===== src/rtl/hsf_pkg.sv =====
package hsf_pkg;
   // Classified outcome of one clock for the lock controller.
   typedef struct packed {
      logic start;   // first edge with no reference
      logic acc;     // edge inside the window
      logic noise;   // edge outside the window
      logic miss;    // window closed without an edge
   } hsf_evt_t;

   localparam int HSF_MIN_LINE_W = 2;
   localparam int HSF_MAX_LINE_W = 24;
endpackage


===== src/rtl/hsf_edge_det.sv =====
module hsf_edge_det #(
   parameter bit SYNC_POL = 1'b1
) (
   input  logic clk,
   input  logic rst_n,
   input  logic sync_in,
   output logic edge_o
);
   logic prev_q;

   always_ff @(posedge clk) begin
      if (!rst_n) prev_q <= ~SYNC_POL;
      else        prev_q <= sync_in;
   end

   generate
      if (SYNC_POL) begin : g_rise
         assign edge_o = sync_in & ~prev_q;
      end else begin : g_fall
         assign edge_o = ~sync_in & prev_q;
      end
   endgenerate
endmodule


===== src/rtl/hsf_window.sv =====
module hsf_window #(
   parameter int LINE_W = 12,
   parameter int CNT_W  = 8
) (
   input  logic              clk,
   input  logic              rst_n,
   input  logic [LINE_W-1:0] line_len,
   input  logic [CNT_W-1:0]  win_width,
   input  logic              run,
   input  logic              ld_edge,
   input  logic              ld_virt,
   output logic              in_win,
   output logic              at_expect,
   output logic              at_close
);
   localparam int PW = LINE_W + 1;

   logic [PW-1:0] half_x, line_x, hi, lo, pos_q;

   assign half_x = PW'(win_width >> 1);
   assign line_x = {1'b0, line_len};
   assign hi     = line_x + half_x;
   assign lo     = (line_x > half_x) ? (line_x - half_x) : '0;

   always_ff @(posedge clk) begin
      if (!rst_n)                pos_q <= '0;
      else if (ld_edge)          pos_q <= PW'(1);
      else if (ld_virt)          pos_q <= half_x + PW'(1);
      else if (!run)             pos_q <= '0;
      else if (pos_q != '1)      pos_q <= pos_q + PW'(1);
   end

   assign in_win    = run && (pos_q >= lo) && (pos_q <= hi);
   assign at_expect = run && (pos_q == line_x);
   assign at_close  = run && (pos_q == hi);
endmodule


===== src/rtl/hsf_lock_ctl.sv =====
module hsf_lock_ctl
   import hsf_pkg::*;
#(
   parameter int CNT_W = 8
) (
   input  logic             clk,
   input  logic             rst_n,
   input  logic             sync_edge,
   input  logic             in_win,
   input  logic             at_expect,
   input  logic             at_close,
   input  logic [CNT_W-1:0] lock_thr,
   input  logic [CNT_W-1:0] unlock_thr,
   output logic             have_ref,
   output logic             ld_edge,
   output logic             ld_virt,
   output logic             locked,
   output logic             fire,
   output logic [CNT_W-1:0] clean_cnt,
   output logic [CNT_W-1:0] miss_cnt
);
   hsf_evt_t        ev;
   logic            pulsed_q;
   logic [CNT_W:0]  clean_inc, miss_inc;
   logic            lock_hit, unlock_hit;

   always_comb begin
      ev.start = !have_ref && sync_edge;
      ev.acc   = have_ref && sync_edge && in_win;
      ev.noise = have_ref && sync_edge && !in_win;
      ev.miss  = have_ref && at_close && !sync_edge;
   end

   assign clean_inc  = {1'b0, clean_cnt} + (CNT_W+1)'(1);
   assign miss_inc   = {1'b0, miss_cnt} + (CNT_W+1)'(1);
   assign lock_hit   = clean_inc >= {1'b0, lock_thr};
   assign unlock_hit = miss_inc >= {1'b0, unlock_thr};

   assign ld_edge = ev.start | ev.acc | (ev.noise & !locked);
   assign ld_virt = ev.miss & locked & !unlock_hit;
   assign fire    = locked && !pulsed_q && (ev.acc || at_expect);

   always_ff @(posedge clk) begin
      if (!rst_n) begin
         have_ref  <= 1'b0;
         locked    <= 1'b0;
         clean_cnt <= '0;
         miss_cnt  <= '0;
         pulsed_q  <= 1'b0;
      end else begin
         if (locked) begin
            if (ev.acc) begin
               if (miss_cnt != '0) miss_cnt <= miss_cnt - CNT_W'(1);
            end else if (ev.miss) begin
               if (unlock_hit) begin
                  locked    <= 1'b0;
                  have_ref  <= 1'b0;
                  miss_cnt  <= '0;
                  clean_cnt <= '0;
               end else begin
                  miss_cnt <= miss_inc[CNT_W-1:0];
               end
            end
         end else begin
            if (ev.start) begin
               have_ref  <= 1'b1;
               clean_cnt <= '0;
            end else if (ev.acc) begin
               if (lock_hit) begin
                  locked    <= 1'b1;
                  clean_cnt <= '0;
                  miss_cnt  <= '0;
               end else begin
                  clean_cnt <= clean_inc[CNT_W-1:0];
               end
            end else if (ev.noise) begin
               clean_cnt <= '0;
            end else if (ev.miss) begin
               have_ref  <= 1'b0;
               clean_cnt <= '0;
            end
         end
         if (ev.acc || ev.miss) pulsed_q <= 1'b0;
         else if (fire)         pulsed_q <= 1'b1;
      end
   end
endmodule


===== src/rtl/hsf_lock_filter.sv =====
module hsf_lock_filter
   import hsf_pkg::*;
#(
   parameter int LINE_W   = 12,
   parameter int CNT_W    = 8,
   parameter bit SYNC_POL = 1'b1
) (
   input  logic              clk,
   input  logic              rst_n,
   input  logic              hs_raw,
   input  logic [LINE_W-1:0] line_len,
   input  logic [CNT_W-1:0]  lock_thr,
   input  logic [CNT_W-1:0]  unlock_thr,
   input  logic [CNT_W-1:0]  win_width,
   input  logic              regen_en,
   output logic              hs_out,
   output logic              hs_regen,
   output logic              locked
);
   generate
      if (LINE_W < HSF_MIN_LINE_W || LINE_W > HSF_MAX_LINE_W) begin : g_bad_line_w
         $error("hsf_lock_filter: LINE_W out of range");
      end
      if (CNT_W < 1 || CNT_W > LINE_W) begin : g_bad_cnt_w
         $error("hsf_lock_filter: CNT_W must be 1..LINE_W");
      end
   endgenerate

   logic             w_edge, w_in_win, w_at_expect, w_at_close;
   logic             c_have_ref, c_ld_edge, c_ld_virt, c_fire;
   logic [CNT_W-1:0] c_clean, c_miss;
   logic             regen_q;

   hsf_edge_det #(.SYNC_POL(SYNC_POL)) u_edge (
      .clk     (clk),
      .rst_n   (rst_n),
      .sync_in (hs_raw),
      .edge_o  (w_edge)
   );

   hsf_window #(.LINE_W(LINE_W), .CNT_W(CNT_W)) u_win (
      .clk       (clk),
      .rst_n     (rst_n),
      .line_len  (line_len),
      .win_width (win_width),
      .run       (c_have_ref),
      .ld_edge   (c_ld_edge),
      .ld_virt   (c_ld_virt),
      .in_win    (w_in_win),
      .at_expect (w_at_expect),
      .at_close  (w_at_close)
   );

   hsf_lock_ctl #(.CNT_W(CNT_W)) u_ctl (
      .clk        (clk),
      .rst_n      (rst_n),
      .sync_edge  (w_edge),
      .in_win     (w_in_win),
      .at_expect  (w_at_expect),
      .at_close   (w_at_close),
      .lock_thr   (lock_thr),
      .unlock_thr (unlock_thr),
      .have_ref   (c_have_ref),
      .ld_edge    (c_ld_edge),
      .ld_virt    (c_ld_virt),
      .locked     (locked),
      .fire       (c_fire),
      .clean_cnt  (c_clean),
      .miss_cnt   (c_miss)
   );

   always_ff @(posedge clk) begin
      if (!rst_n) regen_q <= 1'b0;
      else        regen_q <= c_fire;
   end

   generate
      if (SYNC_POL) begin : g_regen_hi
         assign hs_regen = regen_q;
      end else begin : g_regen_lo
         assign hs_regen = ~regen_q;
      end
   endgenerate

   assign hs_out = (locked && regen_en) ? hs_regen : hs_raw;
endmodule


===== config.mk =====
export PLATFORM = sky130hd
export DESIGN_NAME = hsf_lock_filter
export DESIGN_NICKNAME = d
export VERILOG_FILES = /design/src/rtl/hsf_pkg.sv /design/src/rtl/hsf_edge_det.sv /design/src/rtl/hsf_window.sv /design/src/rtl/hsf_lock_ctl.sv /design/src/rtl/hsf_lock_filter.sv
export SDC_FILE = /design/constraint.sdc
export NUM_CORES = 1
export LEC_CHECK = 0
export BUFFER_PORTS_ARGS = -buffer_cell sky130_fd_sc_hd__buf_2
export CAP_MARGIN = 10
export CORE_UTILIZATION = 45
export CTS_CLUSTER_DIAMETER = 100
export DETAILED_ROUTE_END_ITERATION = 16
export PLACE_DENSITY = 0.7
export SETUP_SLACK_MARGIN = 0.4
export SLEW_MARGIN = 20
export SYNTH_ARGS = -nofsm -noshare
export SYNTH_HDL_FRONTEND = slang
export SYNTH_HIERARCHICAL = 1
export SYNTH_SLANG_ARGS = --single-unit

===== constraint.sdc =====
create_clock -name clk -period 10.36 [get_ports clk]
set_input_delay 0.518 -clock clk [delete_from_list [all_inputs] [get_ports clk]]
set_output_delay 0.518 -clock clk [all_outputs]
set_load 0.05 [all_outputs]

; Word level (Yosys, flattened, before mapping)
; Index checks and enable logic that the tools add are counted.
[classes]
add_sub_neg = 7
order_cmp = 5
eq_ne = 12
n_mux = 38
n_bitwise = 8
n_reduce_logical = 32
[ops]
columns = op, n
row1 = 8-bit two-way mux, 17
row2 = 13-bit two-way mux, 4
row3 = 8-bit by 1-bit adder with 9-bit output (second input constant), 2
row4 = 9-bit by 8-bit >= comparator with 1-bit output, 2
row5 = 1-bit two-way mux, 17
row6 = 12-bit by 7-bit adder with 13-bit output, 1
row7 = 13-bit by 1-bit adder with 13-bit output (second input constant), 1
row8 = 13-bit by 12-bit == test with 1-bit output, 1
row9 = 13-bit == test, 1
row10 = 13-bit >= comparator, 1
row11 = 13-bit <= comparator, 1
row12 = 1-bit logical AND, 13
row13 = 13-bit inequality test (second input constant), 1
row14 = 12-bit by 7-bit subtractor with 13-bit output, 1
row15 = 12-bit by 7-bit > comparator with 1-bit output, 1
row16 = 7-bit by 1-bit adder with 8-bit output (second input constant), 1
row17 = 8-bit nonzero test, 1
row18 = 8-bit by 1-bit subtractor with 8-bit output (second input constant), 1
row19 = 1-bit zero test, 6
row20 = 2-bit inequality test (second input constant), 3
row21 = 3-bit inequality test (second input constant), 2
row22 = 6-bit AND reduction, 1
row23 = 2-bit nonzero test, 3
row24 = 5-bit AND reduction, 1
row25 = 11 further kinds, 19
[totals]
reg_bits = 34
in_bits = 40
elab_cells = 111

; Logic depth before layout (Yosys ltp)
[logic_depth]
ltp_word = 11
ltp_mapped = 22
depth_no_buf = 20

; Hierarchy
; Netlist, hierarchy kept.
[by_module_without_submodules]
columns = module, n_inst, cells_each, area_per_inst_um2, seq_area_each_um2
row1 = hsf_window, 1, 318, 2438.6, 260.2
row2 = hsf_lock_ctl, 1, 212, 1731.7, 380.4
row3 = hsf_lock_filter, 1, 4, 45.0, 20.0
row4 = hsf_edge_det, 1, 3, 40.0, 20.0

; Worst setup path after synthesis
; Ideal clock, no wire load.
[synth_path]
kind = input port to flip-flop
start = input line_len[0]
end = register u_ctl.miss_cnt[2]
arrival_ns = 4.141
t_required_ns = 10.235
path_slack_ns = 6.094
cell_stages = 19
cell_sequence = ha_1 > fa_1 > nand2b_1 > a21oi_1 > o21bai_1 > a211oi_1 > a2111oi_0 > ha_1 > a21o_1 > nand3_1 > a21oi_1 > a2111oi_0 > o221a_2 > nand3_1 > buf_2 > a22oi_2 > o31ai_2 > a32oi_1 > o41ai_1
[synth_between]
elab_chain_cells = 8
word_cells_on_any_way = 19
classes_between = 2 x add/sub / 3 x order compare / 2 x eq/ne / 3 x mux / 9 x reduce/logical
[synth_lines]
columns = item, line
row1 = from (decl), hsf_lock_filter.sv:11  ; input logic [LINE_W-1:0] line_len,
row2 = 12-bit by 7-bit subtractor with 13-bit output or 12-bit by 7-bit > comparator with 1-bit output (tied branches), hsf_window.sv:23  ; assign lo = (line_x > half_x) ? (line_x - half_x) : '0;
row3 = 13-bit two-way mux, hsf_window.sv:23
row4 = 13-bit >= comparator, hsf_window.sv:33  ; assign in_win = run && (pos_q >= lo) && (pos_q <= hi);
row5 = 1-bit logical AND, hsf_window.sv:33
row6 = 1-bit logical AND *, hsf_window.sv:33
row7 = named net w_in_win, hsf_lock_filter.sv:29  ; logic w_edge, w_in_win, w_at_expect, w_at_close;
row8 = 1-bit logical AND *, hsf_lock_ctl.sv:29  ; ev.acc = have_ref && sync_edge && in_win;
row9 = "3-bit inequality test (no line), or another cell as far along", --
row10 = 5-bit AND reduction (no line) or 8-bit two-way mux (tied branches), --
row11 = to (signal assigned), hsf_lock_ctl.sv:53  ; if (miss_cnt != '0) miss_cnt <= miss_cnt - CNT_W'(1);
row12 = to (signal assigned), hsf_lock_ctl.sv:61  ; miss_cnt <= miss_inc[CNT_W-1:0];
row13 = to (decl), hsf_lock_ctl.sv:20  ; output logic [CNT_W-1:0] miss_cnt
; The timed path passes the listed nets; every way through them passes the cells marked *.
; A chain may end at the register's enable or synchronous reset.

; Worst setup path in the final report
[layout_path]
start = input win_width[6]
end = register u_ctl.miss_cnt[2]
[layout_between]
elab_chain_cells = 8
word_cells_on_any_way = 19
classes_between = 2 x add/sub / 3 x order compare / 2 x eq/ne / 3 x mux / 9 x reduce/logical
[layout_lines]
columns = item, line
row1 = from (decl), hsf_lock_filter.sv:14  ; input logic [CNT_W-1:0] win_width,
row2 = 12-bit by 7-bit subtractor with 13-bit output or 12-bit by 7-bit > comparator with 1-bit output (tied branches), hsf_window.sv:23
row3 = 13-bit two-way mux, hsf_window.sv:23
row4 = 13-bit >= comparator, hsf_window.sv:33
row5 = 1-bit logical AND, hsf_window.sv:33
row6 = 1-bit logical AND *, hsf_window.sv:33
row7 = named net w_in_win, hsf_lock_filter.sv:29
row8 = 1-bit logical AND *, hsf_lock_ctl.sv:29
row9 = "3-bit inequality test (no line), or another cell as far along", --
row10 = 5-bit AND reduction (no line) or 8-bit two-way mux (tied branches), --
; Marked as above.

==> impl_metrics.json <==
{
  "outcome": "finished, final reports clean",
  "numCtsBuffers": 5,
  "cts_tree": "yes",
  "tightest_slew_ns": 0.897,
  "finalHoldViolCount": 0,
  "reg2reg_depth": 12,
  "start_util_pct": 46.3,
  "rows": 35,
  "clock_path_buffers": 2,
  "synth_cell_types": 86,
  "fin_total_pwr_mw": 0.336,
  "die_x_um": 99.2,
  "multi_input_area_um2": 3280,
  "wl_per_cell_um": 15.4,
  "r2r_start": "u_ctl/miss_cnt[2]$_SDFFE_PN0P_",
  "critPathRequiredTime_ns": 10.52,
  "core_um2": 9200,
  "slew_viol_final": 0,
  "relSlewSlack_pct": 40.1,
  "seq_area_frac_synth_pct": 16.0,
  "rrSetupSlack_ns": 6.65,
  "drive_gt1_share_pct": 13.9,
  "die_y_um": 99.2,
  "synthArstFlopShare_pct": 0,
  "crit_path_end": "u_ctl/miss_cnt[2]$_SDFFE_PN0P_",
  "final.setup.tns_ns": 0,
  "wl_mm": 10.4,
  "syn_inst": 537,
  "pin_count": 43,
  "yosysWarningCount": 6,
  "critical_path_arrival_ns": 5.48,
  "synth_fp_nets": 641,
  "grt_first_pass_wirelength_mm": 18.3,
  "maxCapViolations": 0,
  "p_per_area_nw_per_um2": 73.4,
  "overflow": 0,
  "pre_cts_slack_ns": 4.80,
  "drtIter0Drc": 169,
  "fmax_ghz": 0.188,
  "grt_usage_pct": 22.3,
  "fillers": 923,
  "die_area_um2": 9850,
  "first_pass_iters": 5,
  "min_path_type": "in -> reg",
  "r2r-end": "u_win/pos_q[12]$_SDFFE_PP0P_",
  "post-dp-hpwl_mm": 8.40,
  "critPathLaunchType": "primary input",
  "clk_pin_slew_worst_paths_ns": 0.07,
  "fin_util_pct": 49.7,
  "hold_buffers": 0,
  "gp_congestion": 0.912,
  "port_buffers": 41,
  "fin_hold_ws_ns": 0.473,
  "path_class": "in -> reg",
  "vias_per_cell": 5.96,
  "syn_to_final_growth_pct": 7.41,
  "nets": 666,
  "power.leakage_nw": 2.05,
  "post_cts.repair.setup_buffers": 0,
  "root_buffer": "clkbuf_8",
  "htree_levels": 2,
  "n_antenna_cell": 0,
  "fin_crit_sh_pct": 51.4,
  "ir_drop_uv": 58.5,
  "avgSynthCellArea_um2": 7.92,
  "rsz0062_at_grt": "false",
  "yosys_most_used_dff": "dfxtp_1",
  "setup_violations": 0,
  "clock_sinks": 34,
  "grt_max_degree": 24,
  "worst_slack_ns": 5.04,
  "end_kind": "flop",
  "antenna_found_initial": 0,
  "cts_resized": 0,
  "clk_latency_ns": 0.28,
  "synth_edf_count": 0,
  "ant_nets": 0,
  "ys_ff_latch": 34,
  "seq_area_um2": 681,
  "period_needed_ns": 5.32,
  "drc": 0,
  "path_max_fanout": 11,
  "syn_area_um2": 4260,
  "finalClockSkew_ns": 0.00437,
  "grt_pass1_vias": 4001,
  "via_count": 4017,
  "crit_start": "win_width[6]"
}
==> report_power, final <==
group	internal, mW	total, mW	switching [mW]
combinational	0.0415	0.101	0.0595
clock	0.0536	0.101	0.0478
sequential	0.132	0.133	0.00168
total	0.227	0.336	0.109
==> logic make-up (layout without fill, tap and decap cells) <==
kind of cell             Yosys count  count (layout)  share of synthesized area [%]
AND/OR/NAND/NOR                  181             181                           23.8
buffers and inverters             69              95                           6.88
XOR/XNOR                          45              45                           9.26
flip-flops                        34              34                           16.0
adder cells (fa/ha/maj)           64              64                           19.2
multiplexers                       4               4                           1.21
AO/OA/AOI/OAI                    140             140                           23.7
==> synth_stat cells, drive strengths merged, types with 3 or more instances <==
| cell type | n | share of area, % |
|---|---|---|
| nor2 | 28 | 2.5 |
| o31a | 3 | 0.65 |
| or2 | 3 | 0.44 |
| a32oi | 5 | 1.0 |
| clkbuf | 12 | 1.1 |
| nor4 | 9 | 1.7 |
| xnor2 | 30 | 6.2 |
| a2111oi | 4 | 0.82 |
| o22ai | 5 | 0.88 |
| o21bai | 5 | 0.88 |
| o31ai | 4 | 0.82 |
| a21oi | 35 | 4.2 |
| xor2 | 15 | 3.1 |
| buf | 11 | 1.8 |
| or3 | 4 | 0.71 |
| o21ai | 19 | 2.2 |
| nand4 | 9 | 1.5 |
| a31oi | 3 | 0.44 |
| mux2 | 3 | 0.97 |
| a22oi | 3 | 0.76 |
| a22o | 3 | 0.62 |
| a21o | 6 | 1.1 |
| nand3 | 32 | 4.3 |
| dfxtp | 34 | 16 |
| a21boi | 4 | 0.71 |
| o21a | 5 | 0.88 |
| nand2 | 41 | 3.9 |
| nor3 | 10 | 1.3 |
| a211oi | 8 | 1.4 |
| and3 | 14 | 2.2 |
| and2 | 6 | 0.88 |
| o41ai | 5 | 1.2 |
| o211ai | 7 | 1.2 |
| nand2b | 7 | 1.0 |
| inv | 45 | 4.0 |
| nor2b | 8 | 1.4 |
| ha | 62 | 18 |
==> routing by layer <==
layer	vias to the layer above	part of all wire, %	global-route usage [%]	routed length, um
li1	2018	-	-	-
met1	1884	45	27.3	4630
met2	97	50	41.4	5180
met3	18	4.0	2.32	413
met4	0	1.6	5.77	168
met5	-	0	0	0
==> worst min path at each step <==
stage | startpoint | end | slack [ns] | cells past startpoint
floorplan | u_ctl/clean_cnt[6]$_SDFFE_PN0P_ | u_ctl/clean_cnt[6]$_SDFFE_PN0P_ | 0.46 | 2
global placement | u_ctl/clean_cnt[6]$_SDFFE_PN0P_ | u_ctl/clean_cnt[6]$_SDFFE_PN0P_ | 0.48 | 2
detailed placement | u_ctl/clean_cnt[6]$_SDFFE_PN0P_ | u_ctl/clean_cnt[6]$_SDFFE_PN0P_ | 0.49 | 2
CTS | hs_raw | u_edge/prev_q$_SDFF_PN0_ | 0.47 | 2
global route | hs_raw | u_edge/prev_q$_SDFF_PN0_ | 0.47 | 2
finish | hs_raw | u_edge/prev_q$_SDFF_PN0_ | 0.47 | 2
==> layout make-up <==
type / instances / area share, %
clock buffers: 7 / 1.89
repair buffers: 41 / 4.49
inverters: 46 / 3.78
clock inverters: 1 / 0.109
well taps: 111 / 3.04
multi-input cells: 434 / 71.8
flip-flops and latches: 34 / 14.9
==> sequential cells by signal (all words and copies together), names as in the netlist <==
name	count
u_ctl/have_ref	1
u_edge/prev_q	1
hs_regen	1
u_ctl/miss_cnt	8
u_ctl/locked	1
u_win/pos_q	13
u_ctl/pulsed_q	1
u_ctl/clean_cnt	8
==> through the flow <==
stage               instances  cell area, um^2
CTS                       674             4570
finish                    674             4570
floorplan                 537             4260
global placement          666             4480
detailed placement        666             4480
global route              674             4570
==> critical path: stages <==
cell and delay (ns):
buf_2 0.15, inv_1 0.06, ha_1 0.42, nand2_1 0.15, o21ai_0 0.33, nor2_1 0.15, a21boi_1 0.74, o21ai_0 0.21
ha_1 0.34, nand2_1 0.05, o21ai_0 0.18, nand3_1 0.13, a2111oi_0 0.41, o221a_2 0.29, nand3_1 0.34, a22oi_2 0.39
o31ai_2 0.23, a32oi_1 0.26, o41ai_1 0.10
==> layout by cell type, fill, tap and decap left out, types with 9 or more instances in the layout <==
cell type and instances:
ha_1 62, buf_2 41, xnor2_1 30, a21oi_1 34, nand2_1 39, o21ai_0 14
nand3_1 29, inv_1 45, xor2_1 15, nor2_1 28, and3_1 13, nor3_1 9
dfxtp_1 34
(Power assumes the default switching activity.)
